--- src/rtl/reconfigSeqPkg.sv ---
package reconfigSeqPkg;

  typedef enum logic [2:0] {
    ST_IDLE,
    ST_UNLOAD,
    ST_STREAM,
    ST_RESET,
    ST_FINISH
  } seqState_t;

  // strobes from control to datapath
  typedef struct packed {
    logic load;    // capture base address and word count
    logic issue;   // issue one bitstream read this cycle
    logic rstRun;  // reset pulse in progress
  } ctrlStrobe_t;

  // status from datapath to control
  typedef struct packed {
    logic moreWords;   // words still to be read
    logic streamIdle;  // nothing left to read, in flight or on the port
    logic rstLast;     // final cycle of the reset pulse
  } dpStatus_t;

endpackage

--- src/rtl/reconfigSeqCtrl.sv ---
module reconfigSeqCtrl
  import reconfigSeqPkg::*;
(
  input  logic        clk,
  input  logic        rstN,
  input  logic        startPulse,
  input  logic        unloadAckN,
  input  logic        appReq,
  input  dpStatus_t   sts,
  output ctrlStrobe_t stb,
  output logic        unloadReqN,
  output logic        rrRstN,
  output logic        busy,
  output logic        done
);

  seqState_t stateQ, stateNext;

  always_ff @(posedge clk or negedge rstN) begin
    if (!rstN) stateQ <= ST_IDLE;
    else       stateQ <= stateNext;
  end

  always_comb begin
    stateNext = stateQ;
    unique case (stateQ)
      ST_IDLE:   if (startPulse)     stateNext = ST_UNLOAD;
      ST_UNLOAD: if (!unloadAckN)    stateNext = ST_STREAM;
      ST_STREAM: if (sts.streamIdle) stateNext = ST_RESET;
      ST_RESET:  if (sts.rstLast)    stateNext = ST_FINISH;
      ST_FINISH:                     stateNext = ST_IDLE;
      default:                       stateNext = ST_IDLE;
    endcase
  end

  // the application client pre-empts any bitstream read
  always_comb begin
    stb.load   = (stateQ == ST_IDLE) && startPulse;
    stb.issue  = (stateQ == ST_STREAM) && sts.moreWords && !appReq;
    stb.rstRun = (stateQ == ST_RESET);
  end

  assign unloadReqN = !((stateQ == ST_UNLOAD) || (stateQ == ST_STREAM) || (stateQ == ST_RESET));
  assign rrRstN     = (stateQ != ST_RESET);
  assign busy       = (stateQ != ST_IDLE);
  assign done       = (stateQ == ST_FINISH);

  // no progress out of the handshake until the module acknowledges
  assert_hold_unload_R2: assert property (@(posedge clk) disable iff (!rstN)
    (stateQ == ST_UNLOAD && unloadAckN) |=> (stateQ == ST_UNLOAD));

  // completion is a single-cycle pulse
  assert_done_single_R7: assert property (@(posedge clk) disable iff (!rstN)
    done |=> !done);

  // the reset phase is entered only once the stream has drained
  assert_reset_after_stream_R5: assert property (@(posedge clk) disable iff (!rstN)
    (stateQ == ST_RESET && $past(stateQ) == ST_STREAM) |-> $past(sts.streamIdle));

endmodule

--- src/rtl/reconfigSeqDatapath.sv ---
module reconfigSeqDatapath
  import reconfigSeqPkg::*;
#(
  parameter int ADDR_W     = 16,
  parameter int CNT_W      = 16,
  parameter int DATA_W     = 32,
  parameter int RST_CYCLES = 4
) (
  input  logic              clk,
  input  logic              rstN,
  input  ctrlStrobe_t       stb,
  input  logic [ADDR_W-1:0] baseAddr,
  input  logic [CNT_W-1:0]  wordCount,
  input  logic              appReq,
  input  logic [ADDR_W-1:0] appAddr,
  input  logic [DATA_W-1:0] memRdata,
  output logic              memRdEn,
  output logic [ADDR_W-1:0] memAddr,
  output logic [DATA_W-1:0] cfgData,
  output logic              cfgCsN,
  output dpStatus_t         sts
);

  localparam int RST_W = $clog2(RST_CYCLES + 1);
  localparam logic [RST_W-1:0] RST_LAST = RST_W'(RST_CYCLES - 1);

  logic [ADDR_W-1:0] baseQ;
  logic [CNT_W-1:0]  countQ;
  logic [CNT_W-1:0]  issueCnt;
  logic              inFlight;
  logic [RST_W-1:0]  rstCnt;

  always_ff @(posedge clk or negedge rstN) begin
    if (!rstN) begin
      baseQ    <= '0;
      countQ   <= '0;
      issueCnt <= '0;
    end else if (stb.load) begin
      baseQ    <= baseAddr;
      countQ   <= wordCount;
      issueCnt <= '0;
    end else if (stb.issue) begin
      issueCnt <= issueCnt + 1'b1;
    end
  end

  // read issued this cycle -> data valid next cycle -> on the port the cycle after
  always_ff @(posedge clk or negedge rstN) begin
    if (!rstN) begin
      inFlight <= 1'b0;
      cfgCsN   <= 1'b1;
      cfgData  <= '0;
    end else begin
      inFlight <= stb.issue;
      cfgCsN   <= !inFlight;
      if (inFlight) cfgData <= memRdata;
    end
  end

  always_ff @(posedge clk or negedge rstN) begin
    if (!rstN)           rstCnt <= '0;
    else if (stb.rstRun) rstCnt <= rstCnt + 1'b1;
    else                 rstCnt <= '0;
  end

  assign memRdEn = appReq || stb.issue;
  assign memAddr = appReq ? appAddr : (baseQ + ADDR_W'(issueCnt));

  always_comb begin
    sts.moreWords  = (issueCnt < countQ);
    sts.streamIdle = !sts.moreWords && !inFlight && cfgCsN;
    sts.rstLast    = (rstCnt == RST_LAST);
  end

  // a port word is always the result of a read issued two cycles earlier
  assert_cs_from_read_R9: assert property (@(posedge clk) disable iff (!rstN)
    !cfgCsN |-> $past(stb.issue, 2));

  // the bitstream position does not advance while the client holds the memory
  assert_app_wins_R4: assert property (@(posedge clk) disable iff (!rstN)
    (appReq && !stb.load) |=> $stable(issueCnt));

  // never more reads than the requested length
  assert_count_bound_R3: assert property (@(posedge clk) disable iff (!rstN)
    issueCnt <= countQ);

endmodule

--- src/rtl/reconfigSequencer.sv ---
module reconfigSequencer
  import reconfigSeqPkg::*;
#(
  parameter int ADDR_W     = 16,
  parameter int CNT_W      = 16,
  parameter int DATA_W     = 32,
  parameter int RST_CYCLES = 4
) (
  input  logic              clk,
  input  logic              rstN,
  input  logic              startPulse,
  input  logic [ADDR_W-1:0] baseAddr,
  input  logic [CNT_W-1:0]  wordCount,
  output logic              unloadReqN,
  input  logic              unloadAckN,
  input  logic              appReq,
  input  logic [ADDR_W-1:0] appAddr,
  output logic              memRdEn,
  output logic [ADDR_W-1:0] memAddr,
  input  logic [DATA_W-1:0] memRdata,
  output logic [DATA_W-1:0] cfgData,
  output logic              cfgCsN,
  output logic              rrRstN,
  output logic              busy,
  output logic              done
);

  ctrlStrobe_t stb;
  dpStatus_t   sts;

  reconfigSeqCtrl uCtrl (
    .clk        (clk),
    .rstN       (rstN),
    .startPulse (startPulse),
    .unloadAckN (unloadAckN),
    .appReq     (appReq),
    .sts        (sts),
    .stb        (stb),
    .unloadReqN (unloadReqN),
    .rrRstN     (rrRstN),
    .busy       (busy),
    .done       (done)
  );

  reconfigSeqDatapath #(
    .ADDR_W     (ADDR_W),
    .CNT_W      (CNT_W),
    .DATA_W     (DATA_W),
    .RST_CYCLES (RST_CYCLES)
  ) uDp (
    .clk       (clk),
    .rstN      (rstN),
    .stb       (stb),
    .baseAddr  (baseAddr),
    .wordCount (wordCount),
    .appReq    (appReq),
    .appAddr   (appAddr),
    .memRdata  (memRdata),
    .memRdEn   (memRdEn),
    .memAddr   (memAddr),
    .cfgData   (cfgData),
    .cfgCsN    (cfgCsN),
    .sts       (sts)
  );

  // the region reset never overlaps a port write
  assert_no_write_in_reset_R5: assert property (@(posedge clk) disable iff (!rstN)
    !rrRstN |-> cfgCsN);

  // the unload request is released only right after the reset pulse
  assert_release_after_reset_R6: assert property (@(posedge clk) disable iff (!rstN)
    $rose(unloadReqN) |-> ($past(!rrRstN) && rrRstN));

  // done coincides with the release of the request
  assert_done_with_release_R7: assert property (@(posedge clk) disable iff (!rstN)
    done |-> (unloadReqN && busy));

endmodule

--- config.mk ---
export PLATFORM = sky130hd
export DESIGN_NAME = reconfigSequencer
export DESIGN_NICKNAME = d
export VERILOG_FILES = /design/src/rtl/reconfigSeqPkg.sv /design/src/rtl/reconfigSeqCtrl.sv /design/src/rtl/reconfigSeqDatapath.sv /design/src/rtl/reconfigSequencer.sv
export SDC_FILE = /design/constraint.sdc
export NUM_CORES = 1
export LEC_CHECK = 0
export ABC_AREA = 1
export BUFFER_PORTS_ARGS = -buffer_cell sky130_fd_sc_hd__buf_2
export CAP_MARGIN = 5
export CORE_MARGIN = 8
export CORE_UTILIZATION = 48
export CTS_CLUSTER_SIZE = 8
export DETAILED_ROUTE_END_ITERATION = 10
export PLACE_DENSITY_LB_ADDON = 0.05
export SKIP_CTS_REPAIR_TIMING = 1
export SLEW_MARGIN = 20
export SYNTH_ARGS = -nofsm -noshare
export SYNTH_HDL_FRONTEND = slang
export SYNTH_HIERARCHICAL = 1
export SYNTH_SLANG_ARGS = --single-unit
--- constraint.sdc ---
create_clock -name clk -period 2.57 [get_ports clk]
set_input_delay 0.1285 -clock clk [delete_from_list [all_inputs] [get_ports clk]]
set_output_delay 0.1285 -clock clk [all_outputs]
set_load 0.005 [all_outputs]
Word level (Yosys, flattened, before mapping)
Cells that the tools add are included.
{"block": "word_totals", "ff_bits": 88, "in_bits": 85, "word_cells": 47}
{"block": "op_classes", "addsub": 3, "order_cmp": 1, "eq_ne": 10, "n_mux": 9, "reduce_logical": 16}
{"operator": "$mux W16", "n": 3}
{"operator": "$add A16 B1 Y16 const B", "n": 1}
{"operator": "$add A16 B16 Y16", "n": 1}
{"operator": "$lt A16 B16 Y1", "n": 1}
{"operator": "$mux W3", "n": 5}
{"operator": "$pmux W3 S4", "n": 1}
{"operator": "$eq A3 B2 Y1 const B", "n": 3}
{"operator": "$ne A2 B2 Y1 const B", "n": 3}
{"operator": "$logic_and A1 B1 Y1", "n": 5}
{"operator": "$logic_not A1 Y1", "n": 4}
{"operator": "$reduce_and A4 Y1", "n": 1}
{"operator": "$add A3 B1 Y3 const B", "n": 1}
{"operator": "$eq A3 B1 Y1 const B", "n": 1}
{"operator": "$eq A3 B3 Y1 const B", "n": 1}
{"operator": "$logic_not A3 Y1", "n": 1}
{"operator": "$logic_or A1 B1 Y1", "n": 3}
{"operator": "$ne A3 B2 Y1 const B", "n": 1}
{"operator": "$reduce_bool A3 Y1", "n": 1}
{"operator": "$ne A2 B1 Y1 const B", "n": 1}
{"operator": "$reduce_bool A2 Y1", "n": 1}

Depth between registers and ports, before layout
Gate-level depths: netlist of run 1.
{"block": "depth", "depth_word": 6, "depth_mapped": 18, "ltp_nobuf": 18}

Hierarchy
Netlist of run 1, hierarchy kept.
{"mod": "reconfigSeqDatapath", "n_inst": 1, "cells_each": 666, "area_each_um2": 4835.9}
{"mod": "reconfigSeqCtrl", "n_inst": 1, "cells_each": 38, "area_each_um2": 239.0}

Least setup slack after synthesis of run 1
OpenSTA, ideal clock, no wires.
{"block": "synth_path", "path_kind": "register -> register", "from": "register uDp.issueCnt[5]", "to": "register uDp.issueCnt[9]", "setup_time_ns": 0.121, "arrival_time_ns": 2.380, "slack_ns": 0.068, "path_stages_with_launch": 16, "period_less_slack_ns": 2.502, "path_cell_list": "dfrtp_1 -> ha_1 -> a21oi_1 -> nor2_1 -> nor3_1 -> nand2_1 -> nand2_1 -> and2_1 -> nor3b_1 -> nand2_1 -> nor2_2 -> nand2_2 -> nor2_4 -> nand3_1 -> o21ai_1 -> a21oi_1"}
{"element": "start, declared", "line": "reconfigSeqDatapath.sv:29", "rtl": "logic [CNT_W-1:0] issueCnt;"}
{"element": "start signal, assigned", "line": "reconfigSeqDatapath.sv:43", "rtl": "issueCnt <= issueCnt + 1'b1;"}

==> summary.txt, run 1 <==
Crit-path slowest cell = dfrtp_1
Main combinational cell family by area after synthesis = simple AND/OR/NAND/NOR gates
Max Cap Viol = 0
TritonCTS Sinks = 88
Int Pwr = 0.003643 W
GR Layer Usage met1 = 21.96%
Tot Pwr = 0.006085 W
FP Rows = 37
Vias in the first global route = 4876
Syn_nets = 823
Root buffer cell = clkbuf_8
Xor/xnor share of the synthesized area = 0.3452%
Residual DRC = 0
Mapped Avg Cell Area = 7.209 um^2
Switching Share = 40.12%
Global-route wire length before repair = 21900 um
Design area = 6973 um^2
Detailed Route Iter0 Violations = 223
Compound-gate portion of the synthesized area = 5.745%
GR Util All Layers = 18.53%
Most used cell, CP = nand2_2
Share of the synthesized area in the top cell type = 42.90%
Period utilization = 95.63%
Violated checks = hold timing
Reg clk slew, reported paths = 80 ps
Pin count of the biggest net entering global routing = 54
Core Box Area = 10280 um^2
Hold_ws = -29.27 ps
CTS tree = built
Hold WC Path Type = in -> reg
CP required = 2810 ps
Max clock buf depth = 2
Die W = 118.8 um
DP Area = 6031 um^2
Top-level port count = 139
Reg power frac = 37.5%
Most common cell after layout, fill and taps aside = nand2_1
Synthesized area = 5075 um^2
Die area = 14120 um^2
Worst Path Arrival = 2700 ps
DRT Pass-1 Iters = 4
Final #Nets = 1033
Wirelength per Cell = 13.06 um
CP max stage delay = 370 ps
Drt total wl = 13780 um
Synthesis Warnings = 6
Pwr dens = 872.6 nW/um^2
Final min period = 2458 ps
Cells after Synth = 704
Syn-to-layout area delta = 37.40%
GR Overflow Total = 0
Pleak = 3.903 nW
Yosys reg bits = 88
Initial cell density of the core = 49.38%
Setup violators final = 0
I/O Buffers = 138
TritonCTS buffer count = 9
Status = finished, violations left
Worst setup EP type = flip-flop
Diodes inserted = 0
Sequential area share after synthesis = 43.42%
Busiest layer in global routing = met2
Max-slew violations = 0
Routing usage on met2 = 30.17%
Routing usage on met3 = 6.897%
Via Count = 4991
Final Wtd Congestion = 0.8227
H-tree levels = 3
Measured slew at the worst slew-check pin = 560.5 ps
Final hold vios = 9
Max-slew headroom = 62.63%
Vias per cell = 4.731
Sw Pwr = 0.002441 W
RSZ-0062 raised after global routing = true
Crit-path cells = inv_1 -> ha_4 -> nand2_2 -> nor2_1 -> nor3_2 -> nand2_1 -> nand2_1 -> and2_1 -> nor3b_2 -> buf_4 -> nand2_2 -> nor2_4 -> nand2_2 -> nor2_4 -> nand3_2 -> o21ai_1 -> a21oi_1
Adder-Cell Fraction of Synth Area = 8.531%
FMAX = 0.4069 GHz
Worst Setup Path Type = reg -> reg
Antenna violations before repair = 0
Routed Antenna Nets = 0
Worst vdd ir = 581.2 uV
Post-synthesis mux area share = 0%
Total negative slack = 0 ps
Simple-gate share of the synthesized area = 34.39%
Die Y = 118.8 um
Critical Path Source Type = flip-flop
Synth top area cells = dfrtp_1 43%, nand2_1 24%, ha_1 8.1%, inv_1 5.8%, nand3_1 3.0%
Share of cells above drive strength 1 = 25.03%
Fin Clk Skew = 13.98 ps
Gate power share = 46.3%
Crit Path Max Fanout = 6
Netlist cell types = 36
Highest-count cells in the layout ignoring fill and taps = 316 x nand2_1, 137 x buf_2, 84 x dfrtp_1, 75 x inv_1, 52 x dlygate4sd3_1
Yosys top cell by area = dfrtp_1
Clk pwr share = 16.2%
Worst skew pair latency = 360 ps
Post-DP HPWL = 10080 um
## layout make-up
class | instances | area [um^2]
fillers | 877 | 3304
multi-input cells | 516 | 2639
flip-flops and latches | 88 | 2207
repair buffers | 217 | 1441
inverters | 82 | 309.0
well taps | 136 | 170.2
clock buffers | 12 | 155.1
clock inverters | 4 | 51.30
## registers in the layout, indices dropped and copies added (netlist names)
name,count
uDp/cfgCsN,1
uCtrl/stateQ,3
uDp/countQ,16
uDp/baseQ,16
uDp/cfgData,32
uDp/inFlight,1
uDp/issueCnt,16
uDp/rstCnt,3
## worst max-delay path, delay by kind of cell (launching register included)
kind                       cells  cell delay [ps]
AOI/OAI and AO/OA              2              200
adders and majority gates      1              220
buffers and inverters          2              300
DFF                            1              370
and+or+nand+nor               12             1260
## logic make-up after synthesis
kind of cell    count (synthesis)
compound gates                 57
xor+xnor                        2
fa+ha+maj                      34
buf+inv                       100
flops                          88
simple gates                  423
## power groups by stage
stage | clock, W | combinational, W | sequential, W
6_report | 0.000985 | 0.00282 | 0.00228
5_1_grt | 0.00107 | 0.00326 | 0.00236
4_1_cts | 0.00102 | 0.00267 | 0.00227
3_5_place_dp | 0 | 0.00266 | 0.00229
3_3_place_gp | 0 | 0.00258 | 0.00228
2_1_floorplan | 0 | 0.00166 | 0.00228
## Yosys cell counts, drive strengths merged
cell	n
a21oi	27
a31oi	1
and2	3
buf	6
clkbuf	12
clkinv	3
dfrtp	87
dfstp	1
fa	1
ha	33
inv	79
nand2	326
nand3	31
nand3b	2
nand4	3
nor2	36
nor3	11
nor3b	2
nor4	2
o21a	1
o21ai	27
o31ai	1
or2	7
xnor2	2
## per-stage QoR
step / setup WS [ps] / std cells / util, %
6_report: 112.3 / 1055 / 67.85
5_1_grt: -83.50 / 1055 / 67.85
4_1_cts: -6.260 / 994 / 60.69
3_5_place_dp: 23.79 / 978 / 58.68
3_3_place_gp: 129.8 / 978 / 58.68
2_1_floorplan: 68.10 / 704 / -
## final timing paths
check,startpoint,to,slack (ps),cells after the start
min in group asynchronous,rstN,uDp/cfgData[12],300,2
setup / recovery,uDp/countQ[6],uDp/issueCnt[9],110,17
hold / removal,wordCount[4],uDp/countQ[4],-30,3
hold reg to reg,uDp/rstCnt[0],uDp/rstCnt[0],430,1
setup reg to reg,uDp/countQ[6],uDp/issueCnt[9],110,17
max in group asynchronous,rstN,uDp/cfgCsN,1570,3
## layer usage
| metal | vias up | share of wire (%) | routed length, um |
|---|---|---|---|
| met3 | 22 | 8.7 | 1200 |
| met1 | 2229 | 43 | 5890 |
| met2 | 140 | 47 | 6432 |
| met4 | 0 | 1.9 | 257 |
| li1 | 2600 | - | - |
| met5 | - | 0 | 0 |
Note: power is estimated with default switching activity, not from simulation.
==> inputs of run 2 (changes only) <==
BUFFER_PORTS_ARGS = -buffer_cell sky130_fd_sc_hd__buf_4   (was -buffer_cell sky130_fd_sc_hd__buf_2)
CORE_ASPECT_RATIO = 1.1   (was default)
SYNTH_HIERARCHICAL = default   (was 1)
==> run 2 against run 1 <==
Against the previous run:
- the flow still finishes with violations (hold timing)
- first-iteration DRC count fell by 8.1%
- wire length fell by 0.71%
- setup slack improved by 43 ps
- clock power rose by 22%
- cell count fell by 5.6%
- die area rose by 1.3%
- sequential cell count did not move
- clock skew fell by 8.2 ps
- critical path depth fell by 6
- area after synthesis rose by 1.5%
- maximum frequency rose by 1.8%
- critical path type is now reg -> out
- largest cell class unchanged
==> summary.txt, run 2 <==
Worst Setup Path Type = reg -> out
Die area = 14300 um^2
Count leader, synth = nand2_1
Highest-count cells in the layout ignoring fill and taps = 300 x nand2_1, 146 x buf_4, 85 x dfrtp_1, 51 x nand3_1, 50 x inv_1
Post-synthesis mux area share = 0%
GR Layer Usage met1 = 22.39%
FP Rows = 39
TritonCTS buffer count = 9
Hold path start = memRdata[0]
FMAX = 0.4141 GHz
Yosys top cell by area = dfrtp_1
Final #Nets = 967
Largest reg by FF count = uDp.cfgData
Vias per cell = 4.913
Worst vdd ir = 606.2 uV
Post-DP HPWL = 10120 um
Int Pwr = 0.004396 W
Crit Path Max Fanout = 8
Worst hold endpoint = uDp.cfgData[0]
Pleak = 3.736 nW
FF-to-FF path depth = 10
Pwr dens = 1140 nW/um^2
Clk pwr share = 15.6%
Status = finished, violations left
Root buffer cell = clkbuf_16
Yosys reg bits = 88
Synthesized area = 5150 um^2
Worst setup EP type = output port
Final min period = 2415 ps
GR Util All Layers = 19.16%
Busiest layer in global routing = met2
Reg-to-reg critical path endpoint = uDp.issueCnt[15]
Post-route setup slack = 155.0 ps
Reg power frac = 33.7%
Gate power share = 50.6%
Sequential area share after synthesis = 42.78%
Max-slew headroom = 55.10%
Synthesis Warnings = 0
Critical Path Source Type = flip-flop
Share of cells above drive strength 1 = 21.69%
Final Wtd Congestion = 0.9204
Detailed Route Iter0 Violations = 205
DRT Pass-1 Iters = 4
Routing usage on met2 = 31.45%
Hold_ws = -5.814 ps
CP required = 2440 ps
Antenna violations before repair = 0
Async SR Flop Fraction = 100.0%
Synth cell count leaders = 302 x nand2_1, 87 x dfrtp_1, 51 x inv_1, 51 x nand3_1, 47 x nor2_1
Sw Pwr = 0.003288 W
Final hold vios = 10
Diodes inserted = 0
Share of the synthesized area in the top cell type = 42.27%
Fin Clk Skew = 5.798 ps
Die W = 114.8 um
Pin count of the biggest net entering global routing = 60
Tot Pwr = 0.007684 W
Max clock buf depth = 2
Residual DRC = 0
Hold path cells = 3
Hold WC Path Type = in -> reg
Simple-gate share of the synthesized area = 33.89%
Setup violators final = 0
Vias in the first global route = 4942
Crit-path cells = ha_1 -> nand3_1 -> nand2_1 -> inv_1 -> o21ai_1 -> nand3_1 -> nand2_1 -> nand2_1 -> nand3_1 -> nand2_1 -> buf_4
Drt total wl = 13680 um
Adder-Cell Fraction of Synth Area = 8.406%
Via Count = 4893
CP max stage delay = 480 ps
Top-level port count = 139
Reg clk slew, reported paths = 60 ps
Most used cell, CP = nand2_1
Die Y = 124.6 um
Worst reg2reg startpoint = uDp.issueCnt[5]
Worst skew pair latency = 330 ps
Max Cap Viol = 0
Syn_nets = 818
Syn-to-layout area delta = 30.93%
H-tree levels = 3
Max-slew violations = 0
I/O Buffers = 138
Max reg flops = 32
Core Box Area = 10440 um^2
Period utilization = 93.97%
TritonCTS Sinks = 88
Synth Flop Type = dfrtp_1
Most common cell after layout, fill and taps aside = nand2_1
Routed Antenna Nets = 0
Xor/xnor share of the synthesized area = 2.551%
Initial cell density of the core = 49.32%
Netlist cell types = 32
Wirelength per Cell = 13.74 um
Cells after Synth = 699
Main combinational cell family by area after synthesis = simple AND/OR/NAND/NOR gates
Total negative slack = 0 ps
Violated checks = hold timing
Measured slew at the worst slew-check pin = 673.5 ps
RSZ-0062 raised after global routing = true
Crit-path slowest cell = dfrtp_1
CTS tree = built
Post-place setup slack = 393.8 ps
Switching Share = 42.79%
Worst Path Arrival = 2290 ps
Post-synth EDFFs = 0
Synth top area cells = dfrtp_1 42%, nand2_1 22%, ha_1 8.0%, nand3_1 5.0%, inv_1 3.7%
GR Overflow Total = 0
Routing usage on met3 = 7.517%
Compound-gate portion of the synthesized area = 5.977%
Mapped Avg Cell Area = 7.368 um^2
R2r setup slk = 500 ps
Global-route wire length before repair = 22570 um
## run 2: layout make-up
cell class	instances	area (um^2)
fill	998	3700
multi-input combinational	531	2639
sequential	88	2206
timing repair buffer	159	1226
clock buffer	10	229.0
inverter	59	221.5
tap	143	178.9
clock inverter	6	42.54
## run 2: worst max path at each step
stage,start,endpoint,depth (start not counted)
after floorplan,uDp.issueCnt[0],memAddr[14],13
after global placement,uDp.issueCnt[0],memAddr[14],14
after detailed placement,uDp.issueCnt[0],memAddr[14],14
after CTS,uDp.issueCnt[0],memAddr[14],14
after global routing,uDp.issueCnt[2],memAddr[13],11
final,uDp.issueCnt[2],memAddr[13],11
## run 2: power groups by stage
| stage | Sequential, W | Clock (W) | Combinational, W |
|---|---|---|---|
| final | 0.00259 | 0.00120 | 0.00389 |
| after global placement | 0.00258 | 0 | 0.00371 |
| after CTS | 0.00259 | 0.00122 | 0.00384 |
| after global routing | 0.00268 | 0.00129 | 0.00445 |
| after floorplan | 0.00246 | 0 | 0.00249 |
| after detailed placement | 0.00260 | 0 | 0.00383 |
## run 2: critical path, delay by kind of cell, from the launching register on
kind                     cells  cell delay, ps
AND/OR/NAND/NOR              7             590
flip-flops                   1             480
adder cells (fa/ha/maj)      1             420
AO/OA/AOI/OAI                1             270
buffers and inverters        2             190
## run 2: cell families (layout without fill, tap and decap cells)
family / after synthesis / count (layout)
buffers and inverters: 80 / 234
flip-flops: 88 / 88
AND/OR/NAND/NOR: 423 / 423
XOR/XNOR: 15 / 15
adder cells (fa/ha/maj): 34 / 34
AO/OA/AOI/OAI: 59 / 59
## run 2: stage by stage
step	std cells	util [%]	cell area, um^2
5_1_grt	996	64.57	6743
3_3_place_gp	964	60.28	6295
6_report	996	64.57	6743
3_5_place_dp	964	60.28	6295
4_1_cts	980	62.88	6566
2_1_floorplan	699	-	5150
## run 2: metal layers
layer  share of wire, %  vias to the layer above
met3                9.4                       15
met4                1.4                        0
li1                   -                     2500
met2                 47                      147
met5                  0                        -
met1                 42                     2231
